**config.mk**
```make
export PLATFORM = sky130hd
export DESIGN_NAME = buserr_log
export DESIGN_NICKNAME = d
export VERILOG_FILES = /design/src/rtl/buserr_pkg.sv /design/src/rtl/buserr_dlog.sv /design/src/rtl/buserr_plog.sv /design/src/rtl/buserr_regif.sv /design/src/rtl/buserr_log.sv
export SDC_FILE = /design/constraint.sdc
export NUM_CORES = 1
export LEC_CHECK = 0
export BUFFER_PORTS_ARGS = -buffer_cell sky130_fd_sc_hd__buf_2
export CAP_MARGIN = 10
export CORE_UTILIZATION = 46
export DETAILED_ROUTE_END_ITERATION = 16
export PLACE_DENSITY = 0.84
export SKIP_CTS_REPAIR_TIMING = 1
export SKIP_LAST_GASP = 1
export SLEW_MARGIN = 5
export SYNTH_ARGS = -nofsm -noshare
export SYNTH_HDL_FRONTEND = slang
export SYNTH_HIERARCHICAL = 1
export SYNTH_SLANG_ARGS = --single-unit
```
**constraint.sdc**
```tcl
create_clock -name clk -period 1.3 [get_ports clk]
set_input_delay 0.26 -clock clk [delete_from_list [all_inputs] [get_ports clk]]
set_output_delay 0.26 -clock clk [all_outputs]
set_load 0.01 [all_outputs]
```
**src/rtl/buserr_pkg.sv**
```systemverilog
package buserr_pkg;
  // Bit positions within the MISC word (read by software decoders)
  localparam int MISC_CORR_BIT = 18;
  localparam int MISC_ATTR_BIT = 17;
  localparam int MISC_ADDR_BIT = 16;
  // Bit positions within the CTRL word
  localparam int CTRL_VALID_BIT = 0;
  localparam int CTRL_ATTR_BIT  = 1;
  localparam int CTRL_ADDR_BIT  = 2;
  localparam int CTRL_USED_W    = 3;
  // Phase log slots
  localparam int NPHASE  = 2;
  localparam int PH_ATTR = 0;
  localparam int PH_ADDR = 1;
endpackage

```
**src/rtl/buserr_dlog.sv**
```systemverilog
module buserr_dlog #(
  parameter int DATA_W = 64
) (
  input  logic              clk,
  input  logic              por_n,
  input  logic              ev_err,
  input  logic              ev_corr,
  input  logic              ev_wide,
  input  logic [DATA_W-1:0] ev_data,
  input  logic              clr_valid,
  output logic              log_valid,
  output logic [DATA_W-1:0] dlog,
  output logic              corr
);
  localparam int HALF_W = DATA_W / 2;

  logic              load;
  logic              valid_d;
  logic [HALF_W-1:0] lo_q, hi_q;
  logic              corr_q, valid_q;

  // clear beats a same-cycle event
  always_comb begin
    load    = ev_err && !valid_q && !clr_valid;
    valid_d = valid_q;
    if (clr_valid)
      valid_d = 1'b0;
    else if (load)
      valid_d = 1'b1;
  end

  always_ff @(posedge clk or negedge por_n) begin
    if (!por_n)
      valid_q <= 1'b0;
    else
      valid_q <= valid_d;
  end

  always_ff @(posedge clk or negedge por_n) begin
    if (!por_n) begin
      lo_q   <= '0;
      corr_q <= 1'b0;
    end else if (load) begin
      lo_q   <= ev_data[HALF_W-1:0];
      corr_q <= ev_corr;
    end
  end

  always_ff @(posedge clk or negedge por_n) begin
    if (!por_n)
      hi_q <= '0;
    else if (load && ev_wide)
      hi_q <= ev_data[DATA_W-1:HALF_W];
  end

  assign log_valid = valid_q;
  assign dlog      = {hi_q, lo_q};
  assign corr      = corr_q;
endmodule

```
**src/rtl/buserr_plog.sv**
```systemverilog
module buserr_plog (
  input  logic clk,
  input  logic por_n,
  input  logic ev_err,
  input  logic ev_par,
  input  logic clr_sts,
  output logic sts,
  output logic par
);
  logic load;
  logic sts_d, par_d, sts_q, par_q;

  always_comb begin
    load  = ev_err && !sts_q && !clr_sts;
    sts_d = sts_q;
    par_d = par_q;
    if (clr_sts) begin
      sts_d = 1'b0;
      par_d = 1'b0;
    end else if (load) begin
      sts_d = 1'b1;
      par_d = ev_par;
    end
  end

  always_ff @(posedge clk or negedge por_n) begin
    if (!por_n) begin
      sts_q <= 1'b0;
      par_q <= 1'b0;
    end else begin
      sts_q <= sts_d;
      par_q <= par_d;
    end
  end

  assign sts = sts_q;
  assign par = par_q;
endmodule

```
**src/rtl/buserr_regif.sv**
```systemverilog
module buserr_regif
  import buserr_pkg::*;
#(
  parameter int DATA_W = 64,
  parameter int REG_W  = 32,
  parameter int ADDR_W = 2
) (
  input  logic                   clk,
  input  logic                   rst_n,
  input  logic                   reg_wr,
  input  logic                   reg_rd,
  input  logic [ADDR_W-1:0]      reg_addr,
  input  logic [CTRL_USED_W-1:0] wbits,
  input  logic [DATA_W-1:0]      dlog,
  input  logic                   log_valid,
  input  logic                   corr,
  input  logic [NPHASE-1:0]      phase_sts,
  input  logic [NPHASE-1:0]      phase_par,
  output logic                   clr_valid,
  output logic [NPHASE-1:0]      clr_phase,
  output logic [REG_W-1:0]       reg_rdata
);
  localparam int NSLICE = DATA_W / REG_W;
  localparam logic [ADDR_W-1:0] A_MISC = ADDR_W'(NSLICE);
  localparam logic [ADDR_W-1:0] A_CTRL = ADDR_W'(NSLICE + 1);

  logic [REG_W-1:0] slice [NSLICE];
  logic [REG_W-1:0] rd_mux;
  logic             ctrl_wr;

  for (genvar s = 0; s < NSLICE; s++) begin : g_slice
    assign slice[s] = dlog[s*REG_W +: REG_W];
  end

  always_comb begin
    ctrl_wr              = reg_wr && (reg_addr == A_CTRL);
    clr_valid            = ctrl_wr && wbits[CTRL_VALID_BIT];
    clr_phase[PH_ATTR]   = ctrl_wr && wbits[CTRL_ATTR_BIT];
    clr_phase[PH_ADDR]   = ctrl_wr && wbits[CTRL_ADDR_BIT];
  end

  always_comb begin
    rd_mux = '0;
    for (int s = 0; s < NSLICE; s++)
      if (reg_addr == ADDR_W'(s))
        rd_mux = slice[s];
    if (reg_addr == A_MISC) begin
      rd_mux[MISC_CORR_BIT] = corr;
      rd_mux[MISC_ATTR_BIT] = phase_par[PH_ATTR];
      rd_mux[MISC_ADDR_BIT] = phase_par[PH_ADDR];
    end
    if (reg_addr == A_CTRL) begin
      rd_mux[CTRL_VALID_BIT] = log_valid;
      rd_mux[CTRL_ATTR_BIT]  = phase_sts[PH_ATTR];
      rd_mux[CTRL_ADDR_BIT]  = phase_sts[PH_ADDR];
    end
  end

  always_ff @(posedge clk or negedge rst_n) begin
    if (!rst_n)
      reg_rdata <= '0;
    else if (reg_rd)
      reg_rdata <= rd_mux;
  end
endmodule

```
**src/rtl/buserr_log.sv**
```systemverilog
module buserr_log
  import buserr_pkg::*;
#(
  parameter int DATA_W = 64,
  parameter int REG_W  = 32,
  parameter int ADDR_W = $clog2(DATA_W / REG_W + 2)
) (
  input  logic              clk,
  input  logic              por_n,
  input  logic              rst_n,
  input  logic              ev_data_err,
  input  logic              ev_data_corr,
  input  logic              ev_data_wide,
  input  logic [DATA_W-1:0] ev_data_val,
  input  logic              ev_attr_err,
  input  logic              ev_attr_par,
  input  logic              ev_addr_err,
  input  logic              ev_addr_dac,
  input  logic              ev_addr_hi_par,
  input  logic              reg_wr,
  input  logic              reg_rd,
  input  logic [ADDR_W-1:0] reg_addr,
  input  logic [REG_W-1:0]  reg_wdata,
  output logic [REG_W-1:0]  reg_rdata
);
  logic              log_valid;
  logic [DATA_W-1:0] dlog;
  logic              corr;
  logic              clr_valid;
  logic [NPHASE-1:0] clr_phase;
  logic [NPHASE-1:0] phase_err, phase_val, phase_sts, phase_par;
  logic              unused_wdata;

  assign unused_wdata = ^reg_wdata[REG_W-1:CTRL_USED_W];

  // single address cycles log a forced zero
  assign phase_err[PH_ATTR] = ev_attr_err;
  assign phase_val[PH_ATTR] = ev_attr_par;
  assign phase_err[PH_ADDR] = ev_addr_err;
  assign phase_val[PH_ADDR] = ev_addr_dac & ev_addr_hi_par;

  buserr_dlog #(.DATA_W(DATA_W)) dlog_i (
    .clk       (clk),
    .por_n     (por_n),
    .ev_err    (ev_data_err),
    .ev_corr   (ev_data_corr),
    .ev_wide   (ev_data_wide),
    .ev_data   (ev_data_val),
    .clr_valid (clr_valid),
    .log_valid (log_valid),
    .dlog      (dlog),
    .corr      (corr)
  );

  for (genvar p = 0; p < NPHASE; p++) begin : g_phase
    buserr_plog plog_i (
      .clk     (clk),
      .por_n   (por_n),
      .ev_err  (phase_err[p]),
      .ev_par  (phase_val[p]),
      .clr_sts (clr_phase[p]),
      .sts     (phase_sts[p]),
      .par     (phase_par[p])
    );
  end

  buserr_regif #(.DATA_W(DATA_W), .REG_W(REG_W), .ADDR_W(ADDR_W)) regif_i (
    .clk       (clk),
    .rst_n     (rst_n),
    .reg_wr    (reg_wr),
    .reg_rd    (reg_rd),
    .reg_addr  (reg_addr),
    .wbits     (reg_wdata[CTRL_USED_W-1:0]),
    .dlog      (dlog),
    .log_valid (log_valid),
    .corr      (corr),
    .phase_sts (phase_sts),
    .phase_par (phase_par),
    .clr_valid (clr_valid),
    .clr_phase (clr_phase),
    .reg_rdata (reg_rdata)
  );
endmodule

```
## Yosys cells after proc, flatten, opt, wreduce, memory -nomap -nowiden

Cells that the tools add are included.

- Output and inout bits: 32
- Bits in registers: 102
- Input bits: 111
- Word-level logic and storage cells: 48

- Muxes and demuxes: 14
- Reduce and logical (&&, ||, !) cells: 21
- Bitwise operators: 1
- Equal/unequal tests: 3

Operators by type and width:

| operator | count |
|---|---|
| $mux W32 | 2 |
| $logic_and A1 B1 Y1 | 11 |
| $mux W1 | 10 |
| $logic_not A1 Y1 | 6 |
| $mux W3 | 2 |
| $reduce_bool A2 Y1 | 3 |
| $eq A2 B2 Y1 const B | 2 |
| $eq A2 B1 Y1 const B | 1 |
| $logic_not A2 Y1 | 1 |
| $and A1 B1 Y1 | 1 |

## Depth between registers and ports, before layout

Gate-level depths: netlist of run 1.

- Depth in word-level cells: 7
- Mapped depth: 7
- Mapped depth without buffers: 4

## Hierarchy

The synthesis of run 1 kept the hierarchy.

By module, submodules not included:

| module | times used | seq. area each (µm²) | area an instance (µm²) | cells an instance |
|---|---|---|---|---|
| buserr_dlog | 1 | 1,651.6 | 2,633.8 | 142 |
| buserr_regif | 1 | 800.8 | 1,815.5 | 153 |
| buserr_plog | 2 | 50.0 | 86.3 | 8 |
| buserr_log | 1 | 0.0 | 6.3 | 1 |

## Worst setup path before layout of run 1

No wires, ideal clock.

- Path type: input to register
- From: input port reg_addr[1]
- To: register dlog_i.hi_q[0]
- Required time: 1.175 ns
- Data arrival time: 1.683 ns
- Cell stages on the path: 7
- Slack: -0.508 ns
- Path through: buf_4 > and3_1 > and2_1 > nor4bb_1 > buf_4 > buf_12 > mux2_4

- Cells in the longest elaborated chain, start to end: 6

Ends and longest elaborated chain:

| element | RTL line | source |
|---|---|---|
| from (decl) | buserr_log.sv:22 | `input logic [ADDR_W-1:0] reg_addr,` |
| $eq A2 B2 Y1 | buserr_regif.sv:36 | `ctrl_wr = reg_wr && (reg_addr == A_CTRL);` |
| $logic_and A1 B1 Y1 | buserr_regif.sv:36 |  |
| $logic_and A1 B1 Y1 | buserr_regif.sv:37 | `clr_valid = ctrl_wr && wbits[CTRL_VALID_BIT];` |
| named net clr_valid | buserr_log.sv:29 | `logic clr_valid;` |
| $logic_not A1 Y1 | buserr_dlog.sv:24 | `load = ev_err && !valid_q && !clr_valid;` |
| $logic_and A1 B1 Y1 | buserr_dlog.sv:24 |  |
| $logic_and A1 B1 Y1 | buserr_dlog.sv:52 | `else if (load && ev_wide)` |
| to (signal assigned) | buserr_dlog.sv:53 | `hi_q <= ev_data[DATA_W-1:HALF_W];` |
| to (decl) | buserr_dlog.sv:19 | `logic [HALF_W-1:0] lo_q, hi_q;` |

The timed path passes the listed nets, and every way through them passes these cells.
A chain may end at the register's enable or synchronous reset.

## Worst setup path after layout of run 1

- From: register dlog_i.valid_q, in the netlist dlog_i/log_valid
- To: register dlog_i.hi_q[0]

- Cells in the longest elaborated chain, start to end: 4

Ends and longest elaborated chain:

| element | RTL line | source |
|---|---|---|
| from (decl) | buserr_dlog.sv:20 | `logic corr_q, valid_q;` |
| from (signal assigned) | buserr_dlog.sv:36 | `valid_q <= valid_d;` |
| $logic_not A1 Y1 | buserr_dlog.sv:24 |  |
| $logic_and A1 B1 Y1 (2 in series) | buserr_dlog.sv:24 |  |
| $logic_and A1 B1 Y1 | buserr_dlog.sv:52 |  |

No other way between the ends.

==> impl_results.md, run 1 <==
* GPL Wtd Cong at 0.744
* Hold Fails Final Rpt at 0
* YS warnings at 6
* Initial antenna violation count at 1
* Global route overflow at 0
* Post-Place Cells at 553
* I/O Pins at 143
* Die X at 102 um
* R2R Setup Slk at -0.22 ns
* Drt total wl at 10,500 um
* TritonCTS clock tree: done
* Status: complete, but fails checks
* Largest cells by area after synthesis: dfrtp_1 55%, mux2_4 9.7%, mux2_2 8.0%
* CTS Sinks at 102
* Number of global-route vias before repair at 3,051
* Post-synth top area cell: dfrtp_1
* Max Root-Sink Buffers at 2
* WP data required at 1.55 ns
* Clock slew at reported path FFs at 0.11 ns
* Final period util at 117%
* Seq/Total Area, Yosys at 55.2%
* Area of the die at 0.0105 mm2
* Area Growth Syn to Fin at 27.7%
* CTS Buf Count at 9
* Average size of a mapped cell at 14.8 um2
* First-pass DRT Iterations at 4
* Failing checks: setup timing
* Synthesis-stage register bit count at 102
* Synth top area share at 55.2%
* I/O Buffers at 113
* Final cell count without fillers at 579
* Worst slew pin tran at 0.578 ns
* Maxcap violations at 0
* Post-DP HPWL at 6710 um
* Relative slew slack at 61.5%
* # nets final at 552
* Post-Synthesis Cells at 312
* Core ar. at 0.00977 mm2
* FF-to-FF path depth at 4
* CTS HTree Levels at 3
* WHS Endpoint: dlog_i/lo_q[12]
* GRT Total Usage at 20.2%
* Layout cells sized above 1 at 54.7%
* Final Util at 60.5%
* Largest net degree at the start of global routing at 71
* Vert. Die Dim at 102 um
* Most common cell after layout, fill and taps aside: buf_2
* Pwr Density at 1470 mW/mm2
* Post-route ant nets at 0
* Hold depth at 2
* Most frequent cells in the layout: 112 x buf_2, 101 x dfrtp_1, 65 x mux2_4
* # diodes at 0
* RSZ-0062 raised after global routing: yes
* WP data arrival at 1.77 ns
* Crit path launch: dlog_i/log_valid
* Worst setup EP type: flop
* Min cycle time layout at 1.52 ns
* Vias per Instance at 5.09
* P_leak at 0.00288 uW
* CP startpoint kind: flop
* Skew final at 0.0180 ns
* First-pass GRT wire length at 15,500 um
* Max Clock Freq at 0.659 GHz
* DRC viols at 0
* WS Path Type: flop to flop
* Synth Net Count at 423
* Hold Startpoint: ev_data_val[12]
* Worst reg2reg path startpoint: dlog_i/log_valid
* Synth Cell Area at 0.00463 mm2
* Peak VDD IR at 0.557 mV
* CTS Root Cell: clkbuf_8
* Via count at 2,946
* # rows at 36
* Capture point of the worst reg-to-reg path: dlog_i/hi_q[0]
* Hold Slack at 0.106 ns
* Skew-Pair Late Insertion Delay at 0.37 ns
* Starting DRT DRC Count at 98
* WL/cell at 18.2 um
* CP Max Fanout at 9
* Final-report max-slew violation count at 0
* Initial Utilization at 47.4%
* Final setup vio count at 65
* Hold Path Class: primary input to flop
* Post-synthesis cell type count at 24
* Worst setup margin at -0.218 ns
[layer usage]
metal,wire (um),global-route usage [%],up-vias,part of all wire [%]
li1,-,-,1358,-
met1,4840,27.0,1472,46
met2,5050,32.6,98,48
met3,487,4.86,16,4.6
met4,136,6.70,2,1.3
met5,9,0,-,0.086
[critical path, stage by stage (launching register included)]
cell       delay [ns]
dfrtp_2          0.47
nor4bb_4         0.28
buf_6            0.19
clkbuf_16        0.18
mux2_4           0.29
[metrics by stage]
stage	setup WS [ns]	TNS [ns]	power (uW)	instance area [um2]
2_1_floorplan	-0.386	-23.97	5950	4770
3_3_place_gp	-0.466	-25.87	6530	5500
3_5_place_dp	-0.506	-28.40	6660	5500
4_1_cts	-0.315	-14.76	8720	5700
5_1_grt	-0.274	-13.70	9160	5910
6_report	-0.218	-10.49	8720	5910
[layout make-up]
class                      instances  area [um2]
multi-input combinational        159        1880
clock buffer                       9         124
clock inverter                     7        80.1
sequential                       102        2550
timing repair buffer             137         985
inverter                          32         120
tap                              133         166
fill                             780        3860
[logic make-up (layout without fill, tap and decap cells)]
family | Yosys count | count (layout) | share of synthesized area, %
muxes | 97 | 97 | 25.2
AOI/OAI and AO/OA | 34 | 34 | 7.57
and+or+nand+nor | 28 | 28 | 4.57
DFF | 102 | 102 | 55.2
buffers and inverters | 51 | 185 | 7.54
[sequential cells by signal, summed over array words and instances, names as in the netlist]
signal,flops
regif_i/reg_rdata,32
dlog_i/hi_q,32
g_phase.plog_i/sts,2
dlog_i/log_valid,1
g_phase.plog_i/par,2
dlog_i/lo_q,32
dlog_i/corr,1
[how the worst max path moves through the flow]
stage	end	slack (ns)	depth (start not counted)
3_5_place_dp	dlog_i/hi_q[24]	-0.51	6
3_3_place_gp	dlog_i/hi_q[6]	-0.47	6
5_1_grt	dlog_i/hi_q[0]	-0.27	4
2_1_floorplan	dlog_i/hi_q[0]	-0.39	7
4_1_cts	dlog_i/hi_q[20]	-0.32	3
6_report	dlog_i/hi_q[0]	-0.22	4
[cell usage after synthesis]
cell,count
nand2_2,1
nor2b_1,2
buf_6,13
buf_4,3
nand2b_1,3
o221ai_1,6
and2_1,4
o22ai_2,20
o22ai_1,6
nand4bb_1,5
nor3b_4,1
o21ai_1,2
mux2_4,30
mux2_2,33
inv_1,32
dfrtp_1,102
nor4bb_1,1
and3_1,1
mux2i_1,32
nand4b_1,3
nor2_1,6
nand2b_2,1
buf_12,3
mux2_1,2
[power breakdown]
| part | internal [uW] | switching (uW) |
|---|---|---|
| clock network | 914 | 1140 |
| registers | 3970 | 475 |
| logic | 1390 | 827 |
| total | 6270 | 2450 |
(Power assumes the default switching activity.)
==> run 2, diff against run 1 <==
- CORE_UTILIZATION: 46 -> 45
- PLACE_DENSITY: 0.84 -> 0.83
- SYNTH_HIERARCHICAL: 1 -> not set
==> impl_results.md, run 2 <==
* Maxcap violations at 0
* Number of global-route vias before repair at 3,042
* Commonest cells post-synth: 102 x dfrtp_1, 33 x mux2i_1, 30 x mux2_4
* Commonest register cell after synthesis: dfrtp_1
* Die X at 100 um
* M1 WL at 4420 um
* Crit path launch: dlog_i.log_valid
* DR WL met2 at 5000 um
* CTS Root Cell: clkbuf_8
* Failing checks: setup timing
* Vias per Instance at 5.02
* Most frequent cells in the layout: 112 x buf_2, 102 x dfrtp_1, 62 x mux2_4
* Worst reg2reg path startpoint: dlog_i.log_valid
* CTS Buf Count at 9
* DRC viols at 0
* Synth Net Count at 422
* Met3 WL at 377 um
* Relative slew slack at 57.9%
* Area Growth Syn to Fin at 28.8%
* Hold Path Class: primary input to flop
* Core ar. at 0.00928 mm2
* WP data arrival at 1.72 ns
* Post-route ant nets at 0
* TNS Setup at -10.67 ns
* Post-synthesis cell type count at 28
* Average size of a mapped cell at 13.9 um2
* Largest net degree at the start of global routing at 38
* CTS Sinks at 102
* GRT Total Usage at 20.0%
* Status: complete, but fails checks
* Hold Fails Final Rpt at 0
* # nets final at 548
* GPL Wtd Cong at 0.770
* CTS HTree Levels at 3
* Pwr Density at 1540 mW/mm2
* Worst slew pin tran at 0.631 ns
* Most common cell after layout, fill and taps aside: buf_2
* Final cell count without fillers at 571
* Final-report max-slew violation count at 0
* I/O Buffers at 113
* Max Clock Freq at 0.669 GHz
* # diodes at 0
* Final period util at 115%
* Synth Cell Area at 0.00433 mm2
* # rows at 35
* Skew final at 0.00913 ns
* RSZ-0062 raised after global routing: yes
* CP Max Fanout at 8
* Area of the die at 0.0100 mm2
* YS warnings at 0
* Min cycle time layout at 1.49 ns
* Synthesis-stage register bit count at 102
* WP data required at 1.53 ns
* CP startpoint kind: flop
* First-pass DRT Iterations at 4
* Worst setup EP type: flop
* I/O Pins at 143
* Drt total wl at 9890 um
* WS Path Type: flop to flop
* Post-DP HPWL at 6730 um
* Most frequent cell after synthesis: dfrtp_1
* Skew-Pair Late Insertion Delay at 0.34 ns
* Seq/Total Area, Yosys at 59.0%
* Post-Place Cells at 550
* Initial antenna violation count at 0
* P_leak at 0.00283 uW
* Synth async-reset ratio at 100%
* Overall power at 8580 uW
* Biggest regs: dlog_i.hi_q x32, dlog_i.lo_q x32, regif_i.reg_rdata x32
* Post-Synthesis Cells at 311
* Post-synth EDFFs at 0
* Peak VDD IR at 0.726 mV
* TritonCTS clock tree: done
* Global route overflow at 0
* Layout cells sized above 1 at 47.7%
* Clock slew at reported path FFs at 0.09 ns
* Via count at 2,864
* Final setup vio count at 65
* WL/cell at 17.3 um
* Synth top area share at 59.0%
* Post-synth top area cell: dfrtp_1
* Largest cells by area after synthesis: dfrtp_1 59%, mux2_4 10%, mux2i_1 7.6%
* Initial Utilization at 46.6%
* Worst setup margin at -0.194 ns
* Max Root-Sink Buffers at 2
* Starting DRT DRC Count at 87
* Vert. Die Dim at 100 um
* First-pass GRT wire length at 15,200 um
* Hold Startpoint: reg_wdata[1]
* Top Layer Used: met4
## run 2: cell type report
class | count | area [um2]
clock buffers | 11 | 131
clock inverters | 5 | 83.8
fillers | 774 | 3710
inverters | 27 | 101
multi-input cells | 163 | 1700
flip-flops and latches | 102 | 2550
well taps | 129 | 161
repair buffers | 134 | 845
## run 2: critical path: stages, from the launching register on
cell       delay [ns]
dfrtp_1          0.42
buf_6            0.14
nor3_4           0.20
buf_12           0.16
clkbuf_16        0.17
mux2_4           0.30
## run 2: final timing paths
path	endpoint	slack, ns	cells past startpoint
max in group asynchronous	dlog_i.lo_q[4]	0.41	3
max reg2reg	dlog_i.hi_q[8]	-0.19	5
min reg2reg	regif_i.reg_rdata[2]	0.49	1
max	dlog_i.hi_q[8]	-0.19	5
min	g_phase[0].plog_i.sts	0.09	2
min in group asynchronous	dlog_i.hi_q[26]	0.37	2
## run 2: routing by layer
metal	vias up	GRT usage, %
li1	1343	-
met1	1443	26.0
met2	69	34.6
met3	9	3.62
met4	0	5.24
met5	-	0
## run 2: kinds of logic (layout without fill, tap and decap cells)
kind of cell	count (synthesis)	count (layout)	synth area share (%)
AOI/OAI and AO/OA	40	40	5.87
buffers and inverters	46	177	4.74
DFF	102	102	59.0
muxes	98	98	27.2
and+or+nand+nor	25	25	3.21
## run 2: through the flow
step / area [um2] / hold WS [ns] / setup slack [ns] / util (%)
2_1_floorplan: 4350 / -0.0356 / -0.191 / -
3_3_place_gp: 5140 / 0.193 / -0.385 / 55.4
3_5_place_dp: 5140 / 0.197 / -0.410 / 55.4
4_1_cts: 5360 / -0.185 / -0.286 / 57.7
5_1_grt: 5570 / 0.0743 / -0.219 / 60.0
6_report: 5570 / 0.0891 / -0.194 / 60.0
## run 2: power by group
group | leakage [uW] | switching (uW) | internal, uW
sequential | 0.00125 | 467 | 3960
combinational | 0.00148 | 741 | 1280
clock | 0.0000998 | 1040 | 1090
==> run 3, diff against run 2 <==
- PLACE_DENSITY: 0.83 -> 0.78
- REMOVE_ABC_BUFFERS: not set -> 1
==> impl_results.md, run 3 (same netlist as run 2, synthesis figures left out) <==
* Hold Startpoint: reg_wdata[2]
* Min cycle time layout at 1.48 ns
* Drt total wl at 9870 um
* Vert. Die Dim at 100 um
* WL/cell at 17.3 um
* Worst setup margin at -0.183 ns
* Max Clock Freq at 0.674 GHz
* Hold depth at 2
* CTS HTree Levels at 3
* P_leak at 0.00280 uW
* TNS Setup at -9.98 ns
* Final setup vio count at 65
* GRT Total Usage at 19.7%
* Cell Area, Placed at 0.00511 mm2
* Hold Slack at 0.0887 ns
* Initial Utilization at 46.6%
* WHS Endpoint: g_phase[1].plog_i.sts
* Global route overflow at 0
* Overall power at 8180 uW
* Layout cells sized above 1 at 47.7%
* # nets final at 548
* GPL Wtd Cong at 0.768
* Hold Path Class: primary input to flop
* # diodes at 0
* Worst setup EP type: flop
* Critical path's largest stage delay at 0.41 ns
* Area Growth Syn to Fin at 27.5%
* CP startpoint kind: flop
* Starting DRT DRC Count at 61
* Post-route ant nets at 0
* CP max stage cell: dfrtp_1
* Final period util at 114%
* I/O Buffers at 113
* WP data arrival at 1.71 ns
* WS Path Type: flop to flop
* Skew-Pair Late Insertion Delay at 0.35 ns
* Die X at 100 um
* Relative slew slack at 56.0%
* Finished Cell Area at 0.00552 mm2
* Max Root-Sink Buffers at 2
* TritonCTS clock tree: done
* Most common cell after layout, fill and taps aside: buf_2
* RSZ-0062 raised after global routing: yes
* Post-DP HPWL at 6240 um
* Cells along the critical path: buf_6, nor3_4, buf_12, buf_8, mux2_2
* Worst slew pin tran at 0.661 ns
* Vias per Instance at 4.97
* Worst reg2reg path startpoint: dlog_i.log_valid
* Final-report max-slew violation count at 0
* Number of global-route vias before repair at 2,957
* Clock slew at reported path FFs at 0.09 ns
* Pwr Density at 1480 mW/mm2
* CP Max Fanout at 6
* Capture point of the worst reg-to-reg path: dlog_i.hi_q[7]
* Peak VDD IR at 0.671 mV
* Largest net degree at the start of global routing at 71
* CTS Root Cell: clkbuf_8
* Via count at 2,838
* I/O Pins at 143
* CP top delay family: buffers and inverters
* FF-to-FF path depth at 5
* Hold Fails Final Rpt at 0
* Skew final at 0.0113 ns
* Status: complete, but fails checks
* First-pass GRT wire length at 14,800 um
* CTS Buf Count at 9
* Maxcap violations at 0
* Area of the die at 0.0100 mm2
* Initial antenna violation count at 0
* Biggest regs: dlog_i.hi_q x32, dlog_i.lo_q x32, regif_i.reg_rdata x32
* Failing checks: setup timing
* Most frequent cells in the layout: 112 x buf_2, 102 x dfrtp_1, 47 x mux2_4
* DRC viols at 0
* # rows at 35
* WP data required at 1.53 ns
* CTS Sinks at 102
* R2R Setup Slk at -0.18 ns
* Core ar. at 0.00928 mm2
* WP buf/inv at 3
* First-pass DRT Iterations at 4
run 3: cell types whose count changed in the layout (fill, tap and decap cells not counted), moves of 2 or more:
cell        delta
bufinv_16      -2
buf_4          -5
mux2_2        +13
mux2_4        -15
clkinvlp_4     -2
clkbuf_8       +2
mux2_1         +2
buf_6          +3
clkbuf_1       -2
clkinv_2       +3
run 3: worst max path at each step:
stage	startpoint	end	slack, ns	depth (start not counted)
5_1_grt	dlog_i.log_valid	dlog_i.hi_q[0]	-0.23	5
3_3_place_gp	reg_addr[0]	dlog_i.lo_q[0]	-0.40	5
6_report	dlog_i.log_valid	dlog_i.hi_q[7]	-0.18	5
2_1_floorplan	reg_wdata[0]	dlog_i.hi_q[0]	-0.99	3
4_1_cts	dlog_i.log_valid	dlog_i.lo_q[0]	-0.29	3
3_5_place_dp	reg_addr[0]	dlog_i.lo_q[0]	-0.43	5
run 3: metal layers:
metal  routed length (um)  track usage, %  vias to the layer above  part of all wire (%)
met1                 4550            26.8                     1404                    46
met5                    0               0                        -                     0
li1                     -               -                     1334                     -
met2                 4820            32.5                       93                    49
met3                  432            3.06                        7                   4.4
met4                   72            6.35                        0                  0.73
run 3: final cells by class:
class / instances / area (um2)
clock inverters: 5 / 32.5
flip-flops and latches: 102 / 2550
clock buffers: 11 / 151
multi-input cells: 163 / 1640
well taps: 129 / 161
inverters: 27 / 101
repair buffers: 134 / 876
fillers: 796 / 3770
run 3: metrics by stage:
stage               cells  setup slack, ns  utilization (%)
CTS                   564           -0.293             57.0
finish                571           -0.183             59.4
floorplan             292           -0.990                -
global route          571           -0.230             59.4
detailed placement    548           -0.433             55.1
global placement      548           -0.404             55.1
run 3: power by group:
group          internal (uW)  switching, uW  total (uW)
Combinational           1210            726        1930
Clock                    803           1030        1840
Sequential              3960            454        4420
